File: src/rtl/vcr_pkg.sv
package vcr_pkg;

   localparam int unsigned OFS_W = 5;

   localparam logic [OFS_W-1:0] OFS_SCAN  = 5'h14;
   localparam logic [OFS_W-1:0] OFS_CUR_X = 5'h15;
   localparam logic [OFS_W-1:0] OFS_CUR_Y = 5'h16;

   localparam int unsigned CFG_REGS   = 4;
   localparam int unsigned MAX_BANKS  = 4;
   localparam int unsigned OPER_XOR_BIT = 3;
   localparam int unsigned MODE_HI_BIT  = 4;

   typedef enum logic [1:0] {
      CUR_HOLD = 2'd0,
      CUR_LOAD = 2'd1,
      CUR_INC  = 2'd2
   } cur_op_e;

   typedef enum logic [3:0] {
      RD_ZERO = 4'd0,
      RD_PIX  = 4'd1,
      RD_DEST = 4'd2,
      RD_OPER = 4'd3,
      RD_COL  = 4'd4,
      RD_MODE = 4'd5,
      RD_SCAN = 4'd6,
      RD_CX   = 4'd7,
      RD_CY   = 4'd8
   } rd_sel_e;

   typedef struct packed {
      cur_op_e                x_op;
      cur_op_e                y_op;
      logic                   pix_rd;
      logic                   pix_wr;
      logic                   fill;
      logic [CFG_REGS-1:0]    cfg_we;
      logic [MAX_BANKS-1:0]   pal_we;
      logic                   reg_rd;
      rd_sel_e                rd_sel;
   } acc_ctl_t;

endpackage

File: src/rtl/vcr_decode.sv
module vcr_decode
   import vcr_pkg::*;
(
   input  logic             acc,
   input  logic             we,
   input  logic [OFS_W-1:0] ofs,
   output acc_ctl_t         ctl
);

   logic [2:0] lo;
   logic       low_half;

   assign lo       = ofs[2:0];
   assign low_half = ~ofs[4];

   always_comb begin
      ctl = '0;
      if (acc && we) begin
         if (low_half && lo != 3'd4) begin
            case (lo)
               3'd1: ctl.x_op = CUR_LOAD;
               3'd2: ctl.y_op = CUR_INC;
               3'd3: begin
                  ctl.x_op = CUR_LOAD;
                  ctl.y_op = CUR_INC;
               end
               3'd5: ctl.x_op = CUR_INC;
               3'd6: ctl.y_op = CUR_LOAD;
               3'd7: begin
                  ctl.y_op = CUR_LOAD;
                  ctl.x_op = CUR_INC;
               end
               default: ;
            endcase
            ctl.pix_wr = ofs[3];
            ctl.fill   = ofs[3] && (lo == 3'd1 || lo == 3'd3 || lo == 3'd6 || lo == 3'd7);
         end else if (ofs[4:2] == 3'b100) begin
            ctl.cfg_we[ofs[1:0]] = 1'b1;
         end else if (ofs[4:2] == 3'b101) begin
            ctl.pal_we[ofs[1:0]] = 1'b1;
         end
      end else if (acc) begin
         if (low_half) begin
            case (lo)
               3'd0: ctl.pix_rd = 1'b1;
               3'd2: begin
                  ctl.y_op   = CUR_INC;
                  ctl.pix_rd = 1'b1;
               end
               3'd5: begin
                  ctl.x_op   = CUR_INC;
                  ctl.pix_rd = 1'b1;
               end
               default: ;
            endcase
            ctl.rd_sel = ctl.pix_rd ? RD_PIX : RD_ZERO;
         end else begin
            case (ofs)
               5'h10:     ctl.rd_sel = RD_DEST;
               5'h11:     ctl.rd_sel = RD_OPER;
               5'h12:     ctl.rd_sel = RD_COL;
               5'h13:     ctl.rd_sel = RD_MODE;
               OFS_SCAN:  ctl.rd_sel = RD_SCAN;
               OFS_CUR_X: ctl.rd_sel = RD_CX;
               OFS_CUR_Y: ctl.rd_sel = RD_CY;
               default:   ctl.rd_sel = RD_ZERO;
            endcase
         end
         ctl.reg_rd = ~ctl.pix_rd;
      end
   end

endmodule

File: src/rtl/vcr_cursor.sv
module vcr_cursor
   import vcr_pkg::*;
#(
   parameter int unsigned CUR_W = 16
) (
   input  logic                  clk,
   input  logic                  rst_n,
   input  cur_op_e               x_op,
   input  cur_op_e               y_op,
   input  logic [CUR_W-1:0]      load_val,
   output logic [1:0][CUR_W-1:0] cur_q,
   output logic [1:0][CUR_W-1:0] cur_nxt
);

   localparam int unsigned AXES = 2;

   cur_op_e ops [AXES];

   assign ops[0] = x_op;
   assign ops[1] = y_op;

   for (genvar a = 0; a < AXES; a++) begin : g_axis
      always_comb begin
         case (ops[a])
            CUR_LOAD: cur_nxt[a] = load_val;
            CUR_INC:  cur_nxt[a] = cur_q[a] + CUR_W'(1);
            default:  cur_nxt[a] = cur_q[a];
         endcase
      end

      always_ff @(posedge clk) begin
         if (!rst_n) cur_q[a] <= '0;
         else        cur_q[a] <= cur_nxt[a];
      end
   end

endmodule

File: src/rtl/vcr_cfgregs.sv
module vcr_cfgregs
   import vcr_pkg::*;
#(
   parameter int unsigned DATA_W    = 16,
   parameter int unsigned PAL_BANKS = 4
) (
   input  logic                           clk,
   input  logic                           rst_n,
   input  logic [CFG_REGS-1:0]            cfg_we,
   input  logic [MAX_BANKS-1:0]           pal_we,
   input  logic [DATA_W-1:0]              wdata,
   output logic [CFG_REGS-1:0][DATA_W-1:0] cfg_q,
   output logic [PAL_BANKS*DATA_W-1:0]    pal_q
);

   for (genvar r = 0; r < CFG_REGS; r++) begin : g_cfg
      always_ff @(posedge clk) begin
         if (!rst_n)        cfg_q[r] <= '0;
         else if (cfg_we[r]) cfg_q[r] <= wdata;
      end
   end

   for (genvar b = 0; b < PAL_BANKS; b++) begin : g_pal
      always_ff @(posedge clk) begin
         if (!rst_n)         pal_q[b*DATA_W +: DATA_W] <= '0;
         else if (pal_we[b]) pal_q[b*DATA_W +: DATA_W] <= wdata;
      end
   end

   if (PAL_BANKS < MAX_BANKS) begin : g_pal_unused
      logic unused_we;
      assign unused_we = ^pal_we[MAX_BANKS-1:PAL_BANKS];
   end

endmodule

File: src/rtl/vcr_pixreq.sv
module vcr_pixreq #(
   parameter int unsigned DATA_W = 16,
   parameter int unsigned CUR_W  = 16
) (
   input  logic              clk,
   input  logic              rst_n,
   input  logic              launch,
   input  logic              launch_we,
   input  logic [CUR_W-1:0]  launch_x,
   input  logic [CUR_W-1:0]  launch_y,
   input  logic [DATA_W-1:0] launch_data,
   input  logic              reg_rd,
   input  logic [DATA_W-1:0] reg_val,
   input  logic              fp_ack,
   input  logic [DATA_W-1:0] fp_rdata,
   output logic              fp_req,
   output logic              fp_we,
   output logic [CUR_W-1:0]  fp_x,
   output logic [CUR_W-1:0]  fp_y,
   output logic [DATA_W-1:0] fp_wdata,
   output logic              busy,
   output logic              rvalid,
   output logic [DATA_W-1:0] rdata
);

   always_ff @(posedge clk) begin
      if (!rst_n) begin
         fp_req   <= 1'b0;
         fp_we    <= 1'b0;
         fp_x     <= '0;
         fp_y     <= '0;
         fp_wdata <= '0;
         rvalid   <= 1'b0;
         rdata    <= '0;
      end else begin
         rvalid <= 1'b0;
         if (launch) begin
            fp_req   <= 1'b1;
            fp_we    <= launch_we;
            fp_x     <= launch_x;
            fp_y     <= launch_y;
            fp_wdata <= launch_data;
         end else if (fp_req && fp_ack) begin
            fp_req <= 1'b0;
            if (!fp_we) begin
               rdata  <= fp_rdata;
               rvalid <= 1'b1;
            end
         end
         if (reg_rd) begin
            rdata  <= reg_val;
            rvalid <= 1'b1;
         end
      end
   end

   assign busy = fp_req;

endmodule

File: src/rtl/vid_cursor_regif.sv
module vid_cursor_regif
   import vcr_pkg::*;
#(
   parameter int unsigned DATA_W    = 16,
   parameter int unsigned CUR_W     = 16,
   parameter int unsigned NIB_W     = 4,
   parameter int unsigned PAL_BANKS = 4,
   parameter int unsigned SCAN_W    = 16,
   parameter int unsigned SCAN_MOD  = 11
) (
   input  logic                        clk,
   input  logic                        rst_n,
   input  logic                        host_req,
   input  logic                        host_we,
   input  logic [OFS_W-1:0]            host_ofs,
   input  logic [DATA_W-1:0]           host_wdata,
   output logic                        host_busy,
   output logic                        host_rvalid,
   output logic [DATA_W-1:0]           host_rdata,
   input  logic [SCAN_W-1:0]           scan_line,
   output logic                        fp_req,
   output logic                        fp_we,
   output logic [CUR_W-1:0]            fp_x,
   output logic [CUR_W-1:0]            fp_y,
   output logic [DATA_W-1:0]           fp_wdata,
   input  logic                        fp_ack,
   input  logic [DATA_W-1:0]           fp_rdata,
   output logic [DATA_W-1:0]           dest_line,
   output logic [NIB_W-1:0]            fg_colour,
   output logic [NIB_W-1:0]            bg_colour,
   output logic [2:0]                  pix_width,
   output logic                        xor_draw,
   output logic                        hires_mode,
   output logic [NIB_W-1:0]            border_colour,
   output logic [PAL_BANKS*DATA_W-1:0] palette
);

   localparam int unsigned NIBS = DATA_W / NIB_W;

   if (DATA_W % NIB_W != 0) begin : g_chk_nib
      $error("DATA_W must be a multiple of NIB_W");
   end
   if (DATA_W < 2 * NIB_W || DATA_W <= MODE_HI_BIT) begin : g_chk_dw
      $error("DATA_W too narrow for the colour and mode fields");
   end
   if (CUR_W > DATA_W) begin : g_chk_cur
      $error("CUR_W must not exceed DATA_W");
   end
   if (PAL_BANKS < 1 || PAL_BANKS > MAX_BANKS) begin : g_chk_pal
      $error("PAL_BANKS out of range");
   end
   if (SCAN_MOD < 1) begin : g_chk_mod
      $error("SCAN_MOD must be non-zero");
   end

   acc_ctl_t                         ctl;
   logic                             acc;
   logic [1:0][CUR_W-1:0]            cur_q;
   logic [1:0][CUR_W-1:0]            cur_nxt;
   logic [CUR_W-1:0]                 cur_x;
   logic [CUR_W-1:0]                 cur_y;
   logic [CFG_REGS-1:0][DATA_W-1:0]  cfg_q;
   logic [DATA_W-1:0]                oper_q;
   logic [DATA_W-1:0]                colour_q;
   logic [DATA_W-1:0]                mode_q;
   logic [DATA_W-1:0]                fill_word;
   logic [DATA_W-1:0]                pix_data;
   logic [SCAN_W-1:0]                scan_rem;
   logic [DATA_W-1:0]                reg_val;

   assign acc = host_req & ~host_busy;

   vcr_decode u_decode (
      .acc (acc),
      .we  (host_we),
      .ofs (host_ofs),
      .ctl (ctl)
   );

   vcr_cursor #(.CUR_W(CUR_W)) u_cursor (
      .clk      (clk),
      .rst_n    (rst_n),
      .x_op     (ctl.x_op),
      .y_op     (ctl.y_op),
      .load_val (host_wdata[CUR_W-1:0]),
      .cur_q    (cur_q),
      .cur_nxt  (cur_nxt)
   );

   assign cur_x = cur_q[0];
   assign cur_y = cur_q[1];

   vcr_cfgregs #(.DATA_W(DATA_W), .PAL_BANKS(PAL_BANKS)) u_cfg (
      .clk    (clk),
      .rst_n  (rst_n),
      .cfg_we (ctl.cfg_we),
      .pal_we (ctl.pal_we),
      .wdata  (host_wdata),
      .cfg_q  (cfg_q),
      .pal_q  (palette)
   );

   assign dest_line = cfg_q[0];
   assign oper_q    = cfg_q[1];
   assign colour_q  = cfg_q[2];
   assign mode_q    = cfg_q[3];

   assign fg_colour     = colour_q[NIB_W-1:0];
   assign bg_colour     = colour_q[2*NIB_W-1:NIB_W];
   assign pix_width     = oper_q[2:0];
   assign xor_draw      = oper_q[OPER_XOR_BIT];
   assign hires_mode    = mode_q[MODE_HI_BIT];
   assign border_colour = mode_q[NIB_W-1:0];

   for (genvar n = 0; n < NIBS; n++) begin : g_fill
      assign fill_word[n*NIB_W +: NIB_W] = fg_colour;
   end

   assign pix_data = ctl.fill ? fill_word : host_wdata;
   assign scan_rem = scan_line % SCAN_W'(SCAN_MOD);

   always_comb begin
      case (ctl.rd_sel)
         RD_DEST: reg_val = dest_line;
         RD_OPER: reg_val = oper_q;
         RD_COL:  reg_val = colour_q;
         RD_MODE: reg_val = mode_q;
         RD_SCAN: reg_val = DATA_W'(scan_rem);
         RD_CX:   reg_val = DATA_W'(cur_x);
         RD_CY:   reg_val = DATA_W'(cur_y);
         default: reg_val = '0;
      endcase
   end

   vcr_pixreq #(.DATA_W(DATA_W), .CUR_W(CUR_W)) u_pixreq (
      .clk         (clk),
      .rst_n       (rst_n),
      .launch      (ctl.pix_rd | ctl.pix_wr),
      .launch_we   (ctl.pix_wr),
      .launch_x    (cur_nxt[0]),
      .launch_y    (cur_nxt[1]),
      .launch_data (pix_data),
      .reg_rd      (ctl.reg_rd),
      .reg_val     (reg_val),
      .fp_ack      (fp_ack),
      .fp_rdata    (fp_rdata),
      .fp_req      (fp_req),
      .fp_we       (fp_we),
      .fp_x        (fp_x),
      .fp_y        (fp_y),
      .fp_wdata    (fp_wdata),
      .busy        (host_busy),
      .rvalid      (host_rvalid),
      .rdata       (host_rdata)
   );

endmodule

File: config.mk
export PLATFORM = sky130hd
export DESIGN_NAME = vid_cursor_regif
export DESIGN_NICKNAME = d
export VERILOG_FILES = /design/src/rtl/vcr_pkg.sv /design/src/rtl/vcr_decode.sv /design/src/rtl/vcr_cursor.sv /design/src/rtl/vcr_cfgregs.sv /design/src/rtl/vcr_pixreq.sv /design/src/rtl/vid_cursor_regif.sv
export SDC_FILE = /design/constraint.sdc
export NUM_CORES = 1
export LEC_CHECK = 0
export BUFFER_PORTS_ARGS = -buffer_cell sky130_fd_sc_hd__buf_2
export CAP_MARGIN = 0
export CELL_PAD_IN_SITES_DETAIL_PLACEMENT = 0
export CELL_PAD_IN_SITES_GLOBAL_PLACEMENT = 1
export CORE_AREA = 4 4 201 203
export DETAILED_ROUTE_END_ITERATION = 10
export DIE_AREA = 0 0 205 207
export GPL_TIMING_DRIVEN = 0
export HOLD_SLACK_MARGIN = 0.05
export MAX_ROUTING_LAYER = met4
export PLACE_DENSITY = 0.81
export SETUP_SLACK_MARGIN = 0.02
export SLEW_MARGIN = 25
export SYNTH_ARGS = -nofsm -noshare
export SYNTH_HDL_FRONTEND = slang
export SYNTH_SLANG_ARGS = --single-unit
File: constraint.sdc
create_clock -name clk -period 8.77 [get_ports clk]
set_clock_uncertainty 0.1 [all_clocks]
set_input_delay 1.3155 -clock clk [delete_from_list [all_inputs] [get_ports clk]]
set_output_delay 1.3155 -clock clk [all_outputs]
set_load 0.005 [all_outputs]
==> metrics.md, run 1 <==
| Metric | Value |
|---|---|
| Number of routed nets with antenna violations | 0 |
| CP top delay family | simple AND/OR/NAND/NOR gates |
| 1st-iter DRT viols | 1257 |
| Cell internal pwr | 2.372 mW |
| HPWL Detailed | 39860 um |
| Worst Setup EP | u_pixreq.rdata[15] |
| Width of the chip | between 200 and 250 um |
| R2R cell count | 10 |
| Initial antenna violation count | 7 |
| Synth Warn # | 0 |
| Place WS | -0.4233 ns |
| Wire per inst | 21.00 um |
| Seq/Total Area, Yosys | 34.14% |
| Critical path startpoint | scan_line[10] |
| Clock Latency Late Sink | approximately 0.56 ns |
| Static leakage power | 6.524 nW |
| Via count | 14229 |
| Clock power frac | 37.1% |
| Setup slack after layout | 0.4327 ns |
| CTS tree | done |
| Period utilization | 95.07% |
| CP max FO | 10 |
| Psw | 1.268 mW |
| Share of cells above drive strength 1 | 19.24% |
| Peak supply drop | 156.0 uV |
| Post-synth cell types | 102 |
| GRT Residual Overflow | 0 |
| RR Startpoint | u_pixreq.busy |
| Flop2flop setup slack | about 5.2 ns |
| Post-synth EDFFs | 0 |
| Achievable frequency | 119.9 MHz |
| Most used DFF post-synth | dfxtp_1 |
| Io pins | 223 |
| Syn-to-layout area delta | 22.58% |
| Setup violators final | 0 |
| Slew margin rel. | 20.20% |
| Comb power frac | 33.3% |
| Mapped Nets | 1811 |
| CTS H-Tree Depth | 1 |
| First-pass GRT wire length | 80090 um |
| Core Area | about 38000 um^2 |
| GPL Wtd Cong | 0.9550 |
| Final Hold Vio Count | 0 |
| Commonest non-fill, non-tap cell in the layout | nand2_1 |
| Initial core utilization | between 30% and 40% |
| Syn_area_per_cell | 7.629 um^2 |
| Total CTS buffers | 27 |
| Min Hold Slack | 0.3607 ns |
| Vias per cell | 5.598 |
| Measured slew at the worst slew-check pin | 1.197 ns |
| Largest net degree at the start of global routing | 15 |
| Final setup TNS | 0 ns |
| DRT Pass-1 Iters | 9 |
| Critical Path RT | 9.15 ns |
| Async set-reset flop share out of synthesis | 0% |
| # DRC | 0 |
| Status | finished, final reports clean |
| Post-synthesis cell count | 1745 |
| Sw Ratio | 34.84% |
| CP most frequent cell | buf_2 |
| Clock tree root driver cell | clkbuf_16 |
| Final Critical Period | 8.337 ns |
| Flop pwr share | between 20% and 30% |
| Levels on crit path | 30 |
| Number of I/O port buffers | 220 |
| Critical Path AT | 8.71 ns |
| Clock-pin slew on the worst setup and hold paths | 0.06 ns |
| Std-Cell Rows | 72 |
| Net count of the finished layout | 2062 |
| Synthesized area | 13310 um^2 |
| R2r endpoint | u_pixreq.rdata[0] |
| CP startpoint kind | primary input |
| Slowest-stage cell, CP | or4_1 |
| Max cap viols | 0 |
| Die H | 207 um |
| Sink Count | 227 |
| PwrDens | between 200 and 250 nW/um^2 |
| GRT Util Overall | roughly a quarter |
| Vias in the first global route | 13298 |
| Kind of critical path | primary input to flop |
| Most frequent cells in the layout | nand2_1 (381), buf_2 (230), dfxtp_1 (227) |
| Worst min-delay path category | flop to flop |
| Die area | 42440 um^2 |
| WP buf/inv | 4 |
| Slowest stage delay, CP | 0.51 ns |
| Worst Setup End Kind | flop |
| FF+latch count, synth | approximately 230 |
| Fin. max-slew vios | 0 |
| Routed WL | between 50000 and 60000 um |
| Clk buf depth | 3 |
per-stage QoR:
step / area (um^2) / total power [mW] / utilization (%) / instances
3_3_place_gp: 15060 / 2.243 / 39.16 / 2483
3_5_place_dp: 15080 / 2.237 / 39.20 / 2483
5_1_grt: 16320 / 3.816 / 42.42 / 2542
2_1_floorplan: 13310 / 1.946 / - / 1745
4_1_cts: 16160 / 3.584 / 42.01 / 2533
6_report: 16320 / 3.640 / 42.42 / 2542
layout make-up:
| class | instances | area [um^2] |
|---|---|---|
| clock buffers | 32 | 744.5 |
| repair buffers | 222 | 1116 |
| diodes | 7 | 17.52 |
| clock inverters | 18 | 336.6 |
| well taps | 518 | 648.1 |
| inverters | 38 | 142.6 |
| fillers | 4002 | 22150 |
| flip-flops and latches | 227 | 4544 |
| plain buffers | 158 | 758.2 |
| multi-input cells | 1322 | 8010 |
logic make-up after synthesis:
group	Yosys count	share of synthesized area, %
AOI/OAI and AO/OA	506	28.57
xor gates and xnor gates	6	0.3947
adders and majority gates	9	0.8271
buffers and inverters	196	6.682
DFF	227	34.14
muxes	24	2.303
and+or+nand+nor	777	27.09
synthesized netlist by cell type, types with 6 or more instances:
library cell | number | area (um^2)
nand2_1 | 381 | 1430
dfxtp_1 | 227 | 4544
a21boi_0 | 132 | 991.0
nor2_1 | 132 | 495.5
clkbuf_1 | 103 | 386.6
a21oi_1 | 66 | 330.3
o21ai_0 | 54 | 270.3
nand3_1 | 47 | 235.2
inv_1 | 37 | 138.9
and2_1 | 35 | 219.0
nor3_1 | 35 | 175.2
buf_4 | 33 | 247.7
a22oi_1 | 32 | 240.2
o211a_1 | 28 | 280.3
nor3b_1 | 26 | 195.2
a31oi_1 | 18 | 112.6
and3_1 | 18 | 112.6
o221ai_1 | 18 | 157.7
mux2i_1 | 16 | 160.2
nand2b_1 | 16 | 100.1
nand4_1 | 13 | 81.33
nor2b_1 | 13 | 81.33
o211ai_1 | 13 | 97.59
buf_2 | 12 | 60.06
nor4_1 | 12 | 75.07
a211oi_1 | 10 | 75.07
a221oi_1 | 10 | 87.58
buf_1 | 8 | 30.03
ha_1 | 8 | 100.1
o2111ai_1 | 8 | 70.07
o31ai_1 | 8 | 60.06
o21a_1 | 7 | 52.55
o221a_2 | 7 | 78.83
o22ai_1 | 7 | 43.79
o31a_1 | 7 | 61.31
a222oi_1 | 6 | 60.06
a22o_1 | 6 | 52.55
a2bb2oi_1 | 6 | 52.55
or3_1 | 6 | 37.54
or4_1 | 6 | 45.04
power by group through the flow:
stage / Sequential (mW) / Combinational, mW / Clock [mW]
after CTS: 1.07 / 1.15 / 1.36
final: 1.07 / 1.21 / 1.35
after detailed placement: 1.10 / 1.14 / 0
after floorplan: 1.09 / 0.853 / 0
after global routing: 1.08 / 1.33 / 1.41
after global placement: 1.10 / 1.15 / 0
routing by layer:
layer	part of all wire, %	global-route usage [%]
met3	9.7	6.365
met4	3.4	7.277
met2	43	35.96
met1	44	33.06
met5	0	-
worst min path at each step:
stage / from / endpoint / slack (ns) / cells past startpoint
2_1_floorplan: u_cfg.cfg_q[40] / u_cfg.cfg_q[40] / 0.34 / 2
3_5_place_dp: u_cfg.pal_q[12] / u_cfg.pal_q[12] / 0.35 / 2
6_report: u_cfg.cfg_q[40] / u_cfg.cfg_q[40] / 0.36 / 2
4_1_cts: u_cfg.pal_q[12] / u_cfg.pal_q[12] / 0.36 / 2
5_1_grt: u_cfg.pal_q[62] / u_cfg.pal_q[62] / 0.38 / 2
3_3_place_gp: u_cfg.cfg_q[62] / u_cfg.cfg_q[62] / 0.35 / 2
state kept, by name, summed over array words and instances, names as in the netlist:
signal	cells
u_pixreq.busy	1
u_pixreq.fp_we	1
u_pixreq.rvalid	1
u_cfg.cfg_q	64
u_pixreq.rdata	16
u_pixreq.fp_wdata	16
u_cursor.cur_q	32
u_pixreq.fp_x	16
u_cfg.pal_q	64
u_pixreq.fp_y	16
repair_timing:
| action | 4_1_cts | 5_1_grt |
|---|---|---|
| endpoints found under the setup margin | 0 | 11 |
| setup buffers | 0 | 2 |
| hold endpoints to repair | 0 | 0 |
| hold buffers | 0 | 0 |
| gates resized for setup | 0 | 28 |
worst register-to-register path, cell delays in order, from the launching register on:
cell and delay (ns):
dfxtp_1 0.39, nand2b_1 0.19, nor2_1 0.36, nand2b_1 0.09, clkbuf_1 0.25, nand2_1 0.20
clkbuf_1 0.49, o21ai_0 0.23, a221oi_1 0.55, a21oi_1 0.16, or3_1 0.39
Power figures use the tool's default switching activity.
==> inputs of run 2 (changes only) <==
- CORE_AREA: 4 4 201 203 -> 5 5 202 204
- DIE_AREA: 0 0 205 207 -> 0 0 207 209
- SLEW_MARGIN: 25 -> default
==> run 2 against run 1 <==
Net effect: total power decreased by 7.9%; hold slack improved by 0.0021 ns; clock-buffer cell count increased by 5; global-route usage decreased by 0.64 points; combinational power about the same; flip-flop and latch count unchanged; critical path depth increased by 1; via count decreased by 0.67%; setup slack got worse by 0.013 ns; sequential share of layout area increased by 0.50 points; critical endpoint is now u_pixreq.rdata[7]; largest power group is now combinational cells.
==> metrics.md, run 2 (synthesis gave the netlist of run 1 again) <==
| Metric | Value |
|---|---|
| Status | finished, final reports clean (unchanged) |
| Vias per cell | 5.562 (was 5.598) |
| Final Critical Period | 8.350 ns (was 8.337 ns) |
| Clock tree root driver cell | clkbuf_16 (unchanged) |
| Total CTS buffers | 26 (was 27) |
| Register Area | 4544 um^2 (unchanged) |
| Measured slew at the worst slew-check pin | 1.403 ns (was 1.197 ns) |
| Critical Path RT | 9.13 ns (was 9.15 ns) |
| Sink Count | 227 (unchanged) |
| Number of routed nets with antenna violations | 0 (unchanged) |
| Die area | 43260 um^2 (was 42440 um^2) |
| Fin. max-slew vios | 0 (unchanged) |
| Initial antenna violation count | 6 (was 7) |
| First-pass GRT wire length | 80340 um (was 80090 um) |
| GPL Wtd Cong | 0.9663 (was 0.9550) |
| Slowest-stage cell, CP | or4_1 (unchanged) |
| GRT Residual Overflow | 0 (unchanged) |
| Min-Delay Startpoint | u_cfg.cfg_q[24] (was u_cfg.cfg_q[40]) |
| 1st-iter DRT viols | 1073 (was 1257) |
| Syn-to-layout area delta | 20.41% (was 22.58%) |
| Placed insts | 2490 (was 2483) |
| # DRC | 0 (unchanged) |
| GRT Util Overall | 23.80% (was 24.44%) |
| CP startpoint kind | primary input (unchanged) |
| Peak supply drop | 117.2 uV (was 156.0 uV) |
| Period utilization | 95.21% (was 95.07%) |
| Clock Latency Late Sink | 0.54 ns (was 0.56 ns) |
| Worst Setup End Kind | flop (unchanged) |
| WP buf/inv | 5 (was 4) |
| Post-CTS Hold Fix Bufs | 0 (unchanged) |
| Final setup TNS | 0 ns (unchanged) |
| Achievable frequency | 119.8 MHz (was 119.9 MHz) |
| Most frequent cells in the layout | nand2_1 (381), buf_2 (231), dfxtp_1 (227) (was nand2_1 (381), buf_2 (230), dfxtp_1 (227)) |
| Worst min-delay path category | flop to flop (unchanged) |
| Core Area | 39090 um^2 (was 38470 um^2) |
| Hold worst-path end | u_cfg.cfg_q[24] (was u_cfg.cfg_q[40]) |
| Hold Path Cell Cnt | 2 (unchanged) |
| DRT Pass-1 Iters | 6 (was 9) |
| Share of cells above drive strength 1 | 18.37% (was 19.24%) |
| Top flop regs | u_cfg.cfg_q (64), u_cfg.pal_q (64), u_cursor.cur_q (32) (unchanged) |
| Number of I/O port buffers | 220 (unchanged) |
| CTS tree | done (unchanged) |
| CP most frequent cell | buf_2 (unchanged) |
| Area of the multi-input gates | 7985 um^2 (was 8010 um^2) |
| Flop2flop setup slack | 5.30 ns (was 5.23 ns) |
| RR Startpoint | u_pixreq.busy (unchanged) |
| CP max FO | 10 (unchanged) |
| CP top delay family | simple AND/OR/NAND/NOR gates (unchanged) |
| Largest net degree at the start of global routing | 13 (was 15) |
| Net count of the finished layout | 2060 (was 2062) |
| Wire per inst | 20.96 um (was 21.00 um) |
| Final Hold Vio Count | 0 (unchanged) |
| Routed WL | 53260 um (was 53380 um) |
| Setup violators final | 0 (unchanged) |
| R2R cell count | 10 (unchanged) |
| Clock-pin slew on the worst setup and hold paths | 0.06 ns (about the same) |
| Vias in the first global route | 13423 (was 13298) |
| Static leakage power | 6.384 nW (was 6.524 nW) |
| Via count | 14133 (was 14229) |
| Critical Path AT | 8.71 ns (about the same) |
| R2r endpoint | u_pixreq.rdata[0] (unchanged) |
| Commonest non-fill, non-tap cell in the layout | nand2_1 (unchanged) |
| Kind of critical path | primary input to flop (unchanged) |
| RSZ-0062 raised after global routing | false |
| CTS H-Tree Depth | 1 (unchanged) |
| PwrDens | 209.2 nW/um^2 (was 223.1 nW/um^2) |
| Io pins | 223 (unchanged) |
| Max cap viols | 0 (unchanged) |
| Initial core utilization | 34.05% (was 34.61%) |
| Die H | 209 um (was 207 um) |
| Slew margin rel. | 5.755% (was 20.20%) |
| Width of the chip | 207 um (was 205 um) |
| Std-Cell Rows | 73 (was 72) |
| Number of fill cells | 4153 (was 4002) |
| Slowest stage delay, CP | 0.54 ns (was 0.51 ns) |
| HPWL Detailed | 40130 um (was 39860 um) |
| Clk buf depth | 3 (unchanged) |
| Final std cells w/o fill | 2541 (was 2542) |
## run 2: cell types whose count changed in the layout (fill, tap and decap cells not counted), moves of 2 or more
cell / before / now
clkinv_2: 6 / 4
clkbuf_2: 5 / 3
clkbuf_1: 99 / 106
bufinv_16: 9 / 1
## run 2: worst max path at each step
stage,cells after the start,to,start,slack [ns]
after floorplan,30,u_pixreq.rdata[3],scan_line[13],0.65
after global placement,30,u_pixreq.rdata[3],scan_line[12],-0.55
after detailed placement,30,u_pixreq.rdata[3],scan_line[12],-0.47
after CTS,30,u_pixreq.rdata[3],scan_line[12],0.04
after global routing,31,u_pixreq.rdata[5],scan_line[11],0.02
final,31,u_pixreq.rdata[7],scan_line[11],0.42
## run 2: layout make-up
class	instances	area share, %
sequential	227	28.35
multi-input combinational	1322	49.81
antenna	7	0.1093
inverter	38	0.8898
clock inverter	6	0.3668
clock buffer	37	4.761
buffer	158	4.699
tap	525	4.098
timing repair buffer	221	6.915
## run 2: timing repair
action / 4_1_cts / 5_1_grt
gates resized for setup: 0 / 27
setup endpoints to repair: 0 / 11
endpoints found under the hold margin: 0 / 0
buffers inserted: 0 / 1
## run 2: worst reg2reg max path: stages, from the launching register on
cell and delay, ns:
dfxtp_1 0.41, nand2b_1 0.21, nor2_1 0.34, nand2b_1 0.11
clkbuf_1 0.24, nand2_1 0.19, clkbuf_1 0.50, o21ai_0 0.21
a221oi_1 0.55, a21oi_1 0.12, or3_1 0.38
## run 2: routing by layer
layer | wire [um] | track usage (%)
met1 | 24210 | 32.42
met2 | 22680 | 35.13
met3 | 4395 | 5.119
met4 | 1968 | 8.071
met5 | 0 | -
## run 2: through the flow
stage               power (mW)  hold slack [ns]  worst slack, ns  utilization, %  cell area [um^2]
floorplan                1.946           0.3402           0.6476               -             13310
global placement         2.250           0.3479          -0.5470           38.55             15070
detailed placement       2.242           0.3567          -0.4696           38.55             15070
CTS                      3.304           0.3650          0.03910           40.65             15890
global route             3.519           0.3839          0.01863           41.00             16030
finish                   3.353           0.3628           0.4200           41.01             16030
## run 2: power breakdown
group	internal, mW	switching, mW
sequential	1.06	0.0182
clock	0.628	0.440
combinational	0.441	0.770
total	2.13	1.23
